<file path="src/rtl/tx_pkg.sv">
package tx_pkg;
  typedef enum logic [1:0] {
    PAR_NONE = 2'd0,
    PAR_EVEN = 2'd1,
    PAR_ODD  = 2'd2,
    PAR_ADDR = 2'd3
  } par_mode_e;

  typedef enum logic [1:0] {
    SH_IDLE  = 2'd0,
    SH_START = 2'd1,
    SH_DATA  = 2'd2,
    SH_STOP  = 2'd3
  } sh_state_e;
endpackage

</file>
<file path="src/rtl/tx_hold.sv">
module tx_hold #(
  parameter int DATA_W = 8
) (
  input  logic              clk,
  input  logic              rst_n,
  input  logic              en,
  input  logic              brk,
  input  logic              flush,
  input  logic              wr_valid,
  input  logic [DATA_W-1:0] wr_data,
  input  logic              wr_addr,
  input  logic              take,
  output logic              full,
  output logic [DATA_W-1:0] data,
  output logic              addr,
  output logic              ready
);
  logic              full_q, full_d;
  logic [DATA_W-1:0] data_q, data_d;
  logic              addr_q, addr_d;
  logic              accept;

  assign ready  = en && !full_q;
  assign accept = wr_valid && ready && !brk;

  always_comb begin
    full_d = full_q;
    data_d = data_q;
    addr_d = addr_q;
    if (flush) begin
      full_d = 1'b0;
    end else if (take) begin
      full_d = 1'b0;
    end else if (accept) begin
      full_d = 1'b1;
      data_d = wr_data;
      addr_d = wr_addr;
    end
  end

  always_ff @(posedge clk or negedge rst_n) begin
    if (!rst_n) begin
      full_q <= 1'b0;
      data_q <= '0;
      addr_q <= 1'b0;
    end else begin
      full_q <= full_d;
      if (accept) begin
        data_q <= data_d;
        addr_q <= addr_d;
      end
    end
  end

  assign full = full_q;
  assign data = data_q;
  assign addr = addr_q;


  ready_drop_chk: assert property (@(posedge clk) disable iff (!rst_n)
    (wr_valid && ready && !brk && !flush) |=> !ready);
endmodule

</file>
<file path="src/rtl/tx_shifter.sv">
module tx_shifter
  import tx_pkg::*;
#(
  parameter int DATA_W = 8,
  parameter int TPB    = 16,
  parameter int EXT_W  = 5
) (
  input  logic              clk,
  input  logic              rst_n,
  input  logic              tick,
  input  logic              flush,
  input  logic              go,
  input  logic              hold_full,
  input  logic [DATA_W-1:0] hold_data,
  input  logic              hold_addr,
  input  logic [1:0]        cfg_len,
  input  par_mode_e         cfg_par,
  input  logic [EXT_W-1:0]  cfg_stop_ext,
  output logic              take,
  output logic              line,
  output logic              busy
);
  localparam int MIN_LEN = DATA_W - 3;
  localparam int IDX_W   = $clog2(DATA_W + 2);
  localparam int SL_W    = $clog2(2 * TPB + 1);

  sh_state_e         state_q, state_d;
  logic [SL_W-1:0]   tcnt_q, tcnt_d;
  logic [SL_W-1:0]   stop_len_q, stop_len_d;
  logic [IDX_W-1:0]  bidx_q, bidx_d;
  logic [IDX_W-1:0]  nbits_q, nbits_d;
  logic [DATA_W:0]   frame_q, frame_d;

  logic [DATA_W:0]   frame_n;
  logic [IDX_W-1:0]  len_sel, nbits_n;
  logic [SL_W-1:0]   stop_n;
  logic              par_acc, slot_bit;
  logic              bit_end, stop_end, start_ok;

  // frame image built from the holding register and configuration
  always_comb begin
    len_sel = IDX_W'(MIN_LEN) + IDX_W'(cfg_len);
    frame_n = '0;
    par_acc = 1'b0;
    for (int i = 0; i < DATA_W; i++) begin
      if (IDX_W'(i) < len_sel) begin
        frame_n[i] = hold_data[i];
        par_acc    = par_acc ^ hold_data[i];
      end
    end
    case (cfg_par)
      PAR_EVEN: slot_bit = par_acc;
      PAR_ODD:  slot_bit = !par_acc;
      PAR_ADDR: slot_bit = hold_addr;
      default:  slot_bit = 1'b0;
    endcase
    frame_n[len_sel] = slot_bit;
    nbits_n = len_sel + ((cfg_par != PAR_NONE) ? IDX_W'(1) : IDX_W'(0));
    if (cfg_stop_ext > EXT_W'(TPB)) stop_n = SL_W'(2 * TPB);
    else                            stop_n = SL_W'(TPB) + SL_W'(cfg_stop_ext);
  end

  always_comb begin
    state_d    = state_q;
    tcnt_d     = tcnt_q;
    bidx_d     = bidx_q;
    nbits_d    = nbits_q;
    frame_d    = frame_q;
    stop_len_d = stop_len_q;
    take       = 1'b0;
    bit_end    = tick && (tcnt_q == SL_W'(TPB - 1));
    stop_end   = tick && (tcnt_q == stop_len_q - SL_W'(1));
    start_ok   = tick && hold_full && go && !flush;
    case (state_q)
      SH_IDLE: begin
        if (start_ok) take = 1'b1;
      end
      SH_START: begin
        if (bit_end) begin
          state_d = SH_DATA;
          tcnt_d  = '0;
          bidx_d  = '0;
        end else if (tick) begin
          tcnt_d = tcnt_q + SL_W'(1);
        end
      end
      SH_DATA: begin
        if (bit_end) begin
          tcnt_d = '0;
          if (bidx_q == nbits_q - IDX_W'(1)) state_d = SH_STOP;
          else                               bidx_d  = bidx_q + IDX_W'(1);
        end else if (tick) begin
          tcnt_d = tcnt_q + SL_W'(1);
        end
      end
      default: begin
        if (stop_end) begin
          tcnt_d = '0;
          if (start_ok) take    = 1'b1;
          else          state_d = SH_IDLE;
        end else if (tick) begin
          tcnt_d = tcnt_q + SL_W'(1);
        end
      end
    endcase
    if (take) begin
      state_d    = SH_START;
      tcnt_d     = '0;
      frame_d    = frame_n;
      nbits_d    = nbits_n;
      stop_len_d = stop_n;
    end
    if (flush) begin
      state_d = SH_IDLE;
      tcnt_d  = '0;
    end
  end

  always_ff @(posedge clk or negedge rst_n) begin
    if (!rst_n) begin
      state_q    <= SH_IDLE;
      tcnt_q     <= '0;
      bidx_q     <= '0;
      nbits_q    <= '0;
      frame_q    <= '0;
      stop_len_q <= SL_W'(TPB);
    end else begin
      state_q    <= state_d;
      tcnt_q     <= tcnt_d;
      bidx_q     <= bidx_d;
      nbits_q    <= nbits_d;
      frame_q    <= frame_d;
      stop_len_q <= stop_len_d;
    end
  end

  always_comb begin
    case (state_q)
      SH_START: line = 1'b0;
      SH_DATA:  line = frame_q[bidx_q];
      default:  line = 1'b1;
    endcase
  end

  assign busy = (state_q != SH_IDLE);


  stop_bound_chk: assert property (@(posedge clk) disable iff (!rst_n)
    (state_q == SH_STOP) |-> (tcnt_q < stop_len_q));


  stop_range_chk: assert property (@(posedge clk) disable iff (!rst_n)
    busy |-> (stop_len_q >= SL_W'(TPB)) && (stop_len_q <= SL_W'(2 * TPB)));
endmodule

</file>
<file path="src/rtl/tx_rts_ctl.sv">
module tx_rts_ctl (
  input  logic clk,
  input  logic rst_n,
  input  logic rts_assert,
  input  logic auto_en,
  input  logic en,
  input  logic drained,
  output logic rts_n
);
  logic rts_q, rts_d;

  always_comb begin
    rts_d = rts_q;
    if (rts_assert)                    rts_d = 1'b1;
    else if (auto_en && !en && drained) rts_d = 1'b0;
  end

  always_ff @(posedge clk or negedge rst_n) begin
    if (!rst_n) rts_q <= 1'b0;
    else        rts_q <= rts_d;
  end

  assign rts_n = !rts_q;
endmodule

</file>
<file path="src/rtl/async_tx_unit.sv">
module async_tx_unit
  import tx_pkg::*;
#(
  parameter int DATA_W = 8,
  parameter int TPB    = 16,
  parameter int EXT_W  = 5
) (
  input  logic              clk,
  input  logic              rst_n,
  input  logic              tick16,
  input  logic [1:0]        cfg_len,
  input  logic [1:0]        cfg_par,
  input  logic [EXT_W-1:0]  cfg_stop_ext,
  input  logic              cfg_cts_en,
  input  logic              cfg_rts_auto,
  input  logic              cts_n,
  input  logic              cmd_enable,
  input  logic              cmd_disable,
  input  logic              cmd_brk_start,
  input  logic              cmd_brk_stop,
  input  logic              rts_assert,
  input  logic              wr_valid,
  input  logic [DATA_W-1:0] wr_data,
  input  logic              wr_addr,
  output logic              txd,
  output logic              tx_ready,
  output logic              tx_empty,
  output logic              rts_n
);
  logic en_q, en_d;
  logic brk_q, brk_d;
  logic flush, go;
  logic hold_full, hold_addr, take;
  logic [DATA_W-1:0] hold_data;
  logic line, busy;

  always_comb begin
    en_d = en_q;
    if (cmd_disable)     en_d = 1'b0;
    else if (cmd_enable) en_d = 1'b1;
    brk_d = brk_q;
    if (cmd_brk_stop)       brk_d = 1'b0;
    else if (cmd_brk_start) brk_d = 1'b1;
  end

  always_ff @(posedge clk or negedge rst_n) begin
    if (!rst_n) begin
      en_q  <= 1'b0;
      brk_q <= 1'b0;
    end else begin
      en_q  <= en_d;
      brk_q <= brk_d;
    end
  end

  assign flush = cmd_brk_start && !cmd_brk_stop;
  assign go    = !brk_q && (!cfg_cts_en || !cts_n);

  tx_hold #(.DATA_W(DATA_W)) i_hold (
    .clk      (clk),
    .rst_n    (rst_n),
    .en       (en_q),
    .brk      (brk_q),
    .flush    (flush),
    .wr_valid (wr_valid),
    .wr_data  (wr_data),
    .wr_addr  (wr_addr),
    .take     (take),
    .full     (hold_full),
    .data     (hold_data),
    .addr     (hold_addr),
    .ready    (tx_ready)
  );

  tx_shifter #(.DATA_W(DATA_W), .TPB(TPB), .EXT_W(EXT_W)) i_shifter (
    .clk          (clk),
    .rst_n        (rst_n),
    .tick         (tick16),
    .flush        (flush),
    .go           (go),
    .hold_full    (hold_full),
    .hold_data    (hold_data),
    .hold_addr    (hold_addr),
    .cfg_len      (cfg_len),
    .cfg_par      (par_mode_e'(cfg_par)),
    .cfg_stop_ext (cfg_stop_ext),
    .take         (take),
    .line         (line),
    .busy         (busy)
  );

  tx_rts_ctl i_rts (
    .clk        (clk),
    .rst_n      (rst_n),
    .rts_assert (rts_assert),
    .auto_en    (cfg_rts_auto),
    .en         (en_q),
    .drained    (!busy && !hold_full),
    .rts_n      (rts_n)
  );

  assign txd      = brk_q ? 1'b0 : line;
  assign tx_empty = !busy && !hold_full;


  idle_mark_chk: assert property (@(posedge clk) disable iff (!rst_n)
    (!busy && !brk_q) |-> txd);


  brk_space_chk: assert property (@(posedge clk) disable iff (!rst_n)
    (cmd_brk_start && !cmd_brk_stop) |=> !txd);


  cts_gate_chk: assert property (@(posedge clk) disable iff (!rst_n)
    $rose(busy) |-> !$past(cfg_cts_en && cts_n));


  rts_drain_chk: assert property (@(posedge clk) disable iff (!rst_n)
    $rose(rts_n) |-> (!busy && !hold_full));
endmodule

</file>
<file path="config.mk">
export PLATFORM = sky130hd
export DESIGN_NAME = async_tx_unit
export DESIGN_NICKNAME = d
export VERILOG_FILES = /design/src/rtl/tx_pkg.sv /design/src/rtl/tx_hold.sv /design/src/rtl/tx_shifter.sv /design/src/rtl/tx_rts_ctl.sv /design/src/rtl/async_tx_unit.sv
export SDC_FILE = /design/constraint.sdc
export NUM_CORES = 1
export LEC_CHECK = 0
export BUFFER_PORTS_ARGS = -buffer_cell sky130_fd_sc_hd__buf_4
export CORE_ASPECT_RATIO = 1.75
export CORE_MARGIN = 4
export CORE_UTILIZATION = 25
export DETAILED_ROUTE_END_ITERATION = 6
export GPL_TIMING_DRIVEN = 1
export SYNTH_ARGS = -nofsm -noshare
export SYNTH_HDL_FRONTEND = slang
export SYNTH_SLANG_ARGS = --single-unit
</file>
<file path="constraint.sdc">
create_clock -name clk -period 2.73 [get_ports clk]
set_input_delay 0.1365 -clock clk [delete_from_list [all_inputs] [get_ports clk]]
set_output_delay 0.1365 -clock clk [all_outputs]
set_load 0.01 [all_outputs]
</file>
* After elaboration in Yosys (flattened, before gate mapping)
Index checks and enable logic that the tools add are counted.
** Word-level totals
- Register bits :: 44
- Output and inout port bits :: 4
- Logic and storage cells :: 149
** Operators by class
- Add/sub/neg operators :: 7
- Magnitude comparators :: 12
- Equal/unequal tests :: 16
- Mux-type cells :: 55
- Bitwise gates (word level) :: 9
- Reductions and logical operators :: 38
** Operators with widths (count)
- $mux W6 :: 6
- $mux W1 :: 30
- $lt A3 B4 Y1 const A :: 4
- $logic_and A1 B1 Y1 :: 14
- $mux W2 :: 7
- $mux W4 :: 3
- $ne A4 B2 Y1 const B :: 3
- $pmux W6 S2 :: 1
- $reduce_bool A2 Y1 :: 6
- $logic_not A1 Y1 :: 10
- $lt A4 B5 Y1 const B :: 2
- $bwmux W9 :: 1
- $lt A1 B4 Y1 const A :: 2
- $lt A2 B4 Y1 const A :: 2
- $pmux W4 S2 :: 1
- $xor A1 B1 Y1 :: 7
- $add A5 B5 Y6 const A :: 1
- $add A6 B1 Y6 const B :: 1
- $eq A2 B2 Y1 const B :: 3
- $eq A6 B4 Y1 const B :: 1
- $eq A6 B6 Y1 :: 1
- $pmux W2 S3 :: 1
- $reduce_and A6 Y1 :: 1
- $sub A6 B1 Y6 const B :: 1
- other kinds (24) :: 28

* Depth between registers and ports, before layout
- Depth in word-level cells :: 20
- Mapped depth :: 10
- Mapped depth without buffers :: 8

* By module
Synthesis repeated with hierarchy kept, for this count alone.
** Unflattened totals
- Cells, all modules :: 278
- Area, all modules :: 2813.9 um^2
** By module, submodules not included
- tx_shifter :: times used 1, cells an instance 241, area each 2269.7 um^2, sequential area each 777.0 um^2
- tx_hold :: times used 1, cells an instance 25, area each 406.6 um^2, sequential area each 250.2 um^2
- async_tx_unit :: times used 1, cells an instance 8, area each 93.8 um^2, sequential area each 50.0 um^2
- tx_rts_ctl :: times used 1, cells an instance 4, area each 43.8 um^2, sequential area each 25.0 um^2

* Worst setup path before layout
Ideal clock, no wire load.
- Path type :: reg-to-reg
- Start :: register i_shifter.stop_len_q[2]
- End :: register i_shifter.stop_len_q[5]
- Arrival :: 2.256 ns
- Required time :: 2.605 ns
- Setup slack :: 0.349 ns
- Stages on the path, launching flop included :: 7
- Path buffers :: 1
- Path through :: dfrtp_1 > or4_1 > or3_1 > a211oi_2 > a41o_2 > buf_12 > mux2_2
** On the way
- Cells in the longest elaborated chain, start to end :: 5
** Ends and longest elaborated chain
- start, declared :: RTL line tx_shifter.sv:29 : logic [SL_W-1:0] stop_len_q, stop_len_d;
- start signal, assigned :: RTL line tx_shifter.sv:126 : stop_len_q <= SL_W'(TPB);
- start signal, assigned :: RTL line tx_shifter.sv:133 : stop_len_q <= stop_len_d;
- $sub A6 B1 Y6 :: RTL line tx_shifter.sv:72 : stop_end = tick && (tcnt_q == stop_len_q - SL_W'(1));
- $eq A6 B6 Y1 :: RTL line tx_shifter.sv:72
- $logic_and A1 B1 Y1 :: RTL line tx_shifter.sv:72
- $mux W1 :: RTL line tx_shifter.sv:97 : if (stop_end) begin
- $pmux W1 S2 :: RTL line tx_shifter.sv:74 : case (state_q)
No other way between the ends.
A chain may end at the register's enable or synchronous reset.

* Final worst setup path
- Start :: register i_shifter.stop_len_q[2]
- End :: register i_shifter.frame_q[2]
** On the way
- Cells in the longest elaborated chain, start to end :: 5
** Ends and longest elaborated chain
- $sub A6 B1 Y6 :: RTL line tx_shifter.sv:72
- $eq A6 B6 Y1 :: RTL line tx_shifter.sv:72
- $logic_and A1 B1 Y1 :: RTL line tx_shifter.sv:72
- $mux W1 :: RTL line tx_shifter.sv:97
- $pmux W1 S2 :: RTL line tx_shifter.sv:74
- end signal, assigned :: RTL line tx_shifter.sv:132 : frame_q <= frame_d;
- end, declared :: RTL line tx_shifter.sv:32 : logic [DATA_W:0] frame_q, frame_d;
No other way between the ends.

==> impl_results.md <==
- Drt first-iter violations: 136
- Flops & latches, synth: 44
- Final wirelength: 5.89 mm
- Cell accounting for the most synthesized area: dfrtp_1
- Distinct cells, synth: 50
- Post-synth EDFFs: 0
- Die Y: 144 um
- WHS: 30.2 ps
- Worst Setup EP: i_shifter.frame_q[2]
- Standard-cell row count: 49
- H-tree levels: 2
- Setup WS post-layout: 251 ps
- Number of global-route vias before repair: between 2000 and 2500
- Post-synthesis cell area: roughly 0.0027 sq mm
- Vias: 1977
- Pwr/cell area: 866 mW/mm^2
- Root buffer cell: clkbuf_16
- Ys async rst share: 1.00
- Initial Utilization: 0.256
- Area share of the largest cell type after synthesis: 0.405
- Core area: 0.0104 sq mm
- Post-CTS Setup Bufs: 0
- RSZ-0062 raised after global routing: no
- Finished Cell Area: 0.00322 sq mm
- Hpwl dp: approximately 4.6 mm
- Sequential share of the synthesized area: 0.415
- Drt first pass iters: 4
- R2r worst-path depth: 5
- Inserted Diodes: 0
- Worst stage delay on the critical path: 550 ps
- Crit Path Max Fanout: 22
- Largest net degree at the start of global routing: 45
- Area after DPL: 0.00303 sq mm
- Crit Path Class: reg2reg
- Least-Margin Pin Slew: 567 ps
- GRT overflow: 0
- Layout cells sized above 1: 0.242
- IR drop worst, VDD: 0.506 mV
- Final nets: 342
- Crit end category: register
- CP Data Arrival Time: 2640 ps
- Min Tclk post-route: 2480 ps
- Die area: 0.0124 sq mm
- Post-Place Cells: 414
- ANT nets after route: 0
- Initial antenna violation count: 0
- Top post-synthesis cells by count: 43 x dfrtp_1, 18 x inv_1, 18 x nand2_1, 16 x mux2_2, 16 x nor2_1
- Critical Path Slowest Stage Cell: or4_1
- Clock sink total: 44
- PortBufs: 33
- Setup TNS: 0 ps
- Global Route Usage Sum: 0.104
- Setup Skew: 5.02 ps
- Hold Fails Final Rpt: 0
- GPL Wtd Cong: ~0.78
- CTS buffer count: 5
- Syn nets: 301
- Worst path cell trace: or4_1 > or3_1 > a211oi_2 > a41o_4 > mux2_2
- Cell count after synthesis: between 200 and 300
- Fmax achieved: 0.403 GHz
- Leak: 1.44 nW
- Most frequent cell after synthesis: dfrtp_1
- Synth Flop Type: dfrtp_1
- Max Cap Viol: 0
- Max Slew Vio Count: 0
- Clock tree buffer depth: 2
- Ranking of synthesized cells by area: dfrtp_1 41%, mux2_2 6.8%, ha_1 6.6%
- First-pass GRT wire length: 10.1 mm
- CTS tree: yes
- Syn_area_per_cell: roughly 10 sq um
- DRC viols: 0
- Die Wd: approximately 86 um
- Clk pin slew, worst setup/hold paths: 60 ps
- Critical path launch point type: register
- Clk_lat worst skew: 280 ps
- Outcome: complete, no violations
- Worst Setup SP: i_shifter.stop_len_q[2]
- Hold Crit Class: in2reg
- Vias/cell: 4.65
- Final setup viols: 0
- Worst reg-to-reg setup slack: 250 ps
- Final period util: 0.908
- Wire length per cell: 13.9 um
- Launching point of the worst reg2reg path: i_shifter.stop_len_q[2]
- Synth warnings: 0
- I/O pins: 34
- Data required, critical path: slightly below 3000 ps
- Synth-to-Final Area Change: 21.3%
- R2R Path End: i_shifter.frame_q[2]
- Fin cells: 425
- Rel. slew slack: 0.622
- Pre-CTS setup slack: 176 ps
## where the power goes
| part | internal [mW] | switching [mW] | leakage (nW) |
|---|---|---|---|
| Sequential | 0.881 | 0.218 | 0.545 |
| Combinational | 0.599 | 0.490 | 0.822 |
| Clock | 0.365 | 0.235 | 0.0712 |
| Total | 1.85 | 0.943 | 1.44 |
## routing by layer
layer / vias up / global-route usage / share of wire
li1: 984 / - / -
met1: 951 / 0.106 / 0.39
met2: 35 / 0.199 / 0.56
met3: 7 / 0.0234 / 0.035
met4: 0 / 0.0409 / 0.017
met5: - / 0 / 0
## worst max-delay path: cells and delay by family (launching register included)
kind	cells	cell delay [ps]
mux	1	370
simple gates	2	890
flops	1	420
compound gates	2	680
## flip-flops by register name, summed over array words and instances (netlist names), 2 cells and up
signal,flops
i_hold.data,8
i_shifter.bidx_q,4
i_shifter.frame_q,9
i_shifter.nbits_q,4
i_shifter.state_q,2
i_shifter.stop_len_q,6
i_shifter.tcnt_q,6
## stage by stage
stage	util	total power, mW
after floorplan	-	1.90
after global placement	0.293	2.16
after detailed placement	0.293	2.20
after CTS	0.309	2.83
after global routing	0.311	3.01
final	0.311	2.79
## worst min path at each step
stage,from,slack [ps],end,depth (start not counted)
floorplan,rst_n,-160,brk_q,0
global placement,rst_n,180,i_shifter.tcnt_q[1],1
detailed placement,rst_n,180,i_shifter.tcnt_q[0],1
CTS,cmd_brk_stop,2,brk_q,2
global route,cfg_stop_ext[4],30,i_shifter.stop_len_q[4],2
finish,cfg_stop_ext[4],30,i_shifter.stop_len_q[4],2
## what timing repair did
item,in CTS,in global routing
resized for setup,0,1
hold endpoints to repair,44,1
hold buffers,2,1
setup endpoints to repair,0,9
## cell usage in the layout, fill, tap and decap left out, types with 2 or more instances in the layout
cell type	Yosys	layout
xor2_1	6	6
inv_1	18	18
buf_4	0	39
dlygate4sd3_1	0	3
nor2_1	16	16
or3_1	2	2
mux2i_1	3	3
or2_2	2	2
o21ai_0	15	15
nand4_1	4	4
nand3b_1	7	7
clkbuf_1	3	2
ha_1	14	14
xnor3_1	2	2
a21o_1	2	2
o22a_1	2	2
and3b_1	2	2
nand3_1	8	8
nor3b_1	4	4
a211oi_1	2	2
xnor2_1	10	10
dfrtp_1	43	43
a31oi_1	6	6
mux2_2	16	16
mux4_2	2	2
nand2b_1	3	3
nand2_1	18	18
a21oi_1	6	6
nor3_1	10	10
clkbuf_16	0	5
nor2b_1	6	6
## cell families after synthesis
kind of cell | synth area share
xor+xnor | 0.0787
buf+inv | 0.0542
fa+ha+maj | 0.0736
mux | 0.0962
compound gates | 0.110
simple gates | 0.172
flops | 0.415
## cell type report
type                       instances  area (sq um)
sequential                        44          1100
tap                              127           159
multi-input combinational        185          1420
fill                            1035          7140
inverter                          19          71.3
timing repair buffer              42           323
clock buffer                       8           146
Note: power is estimated with default switching activity, not from simulation.
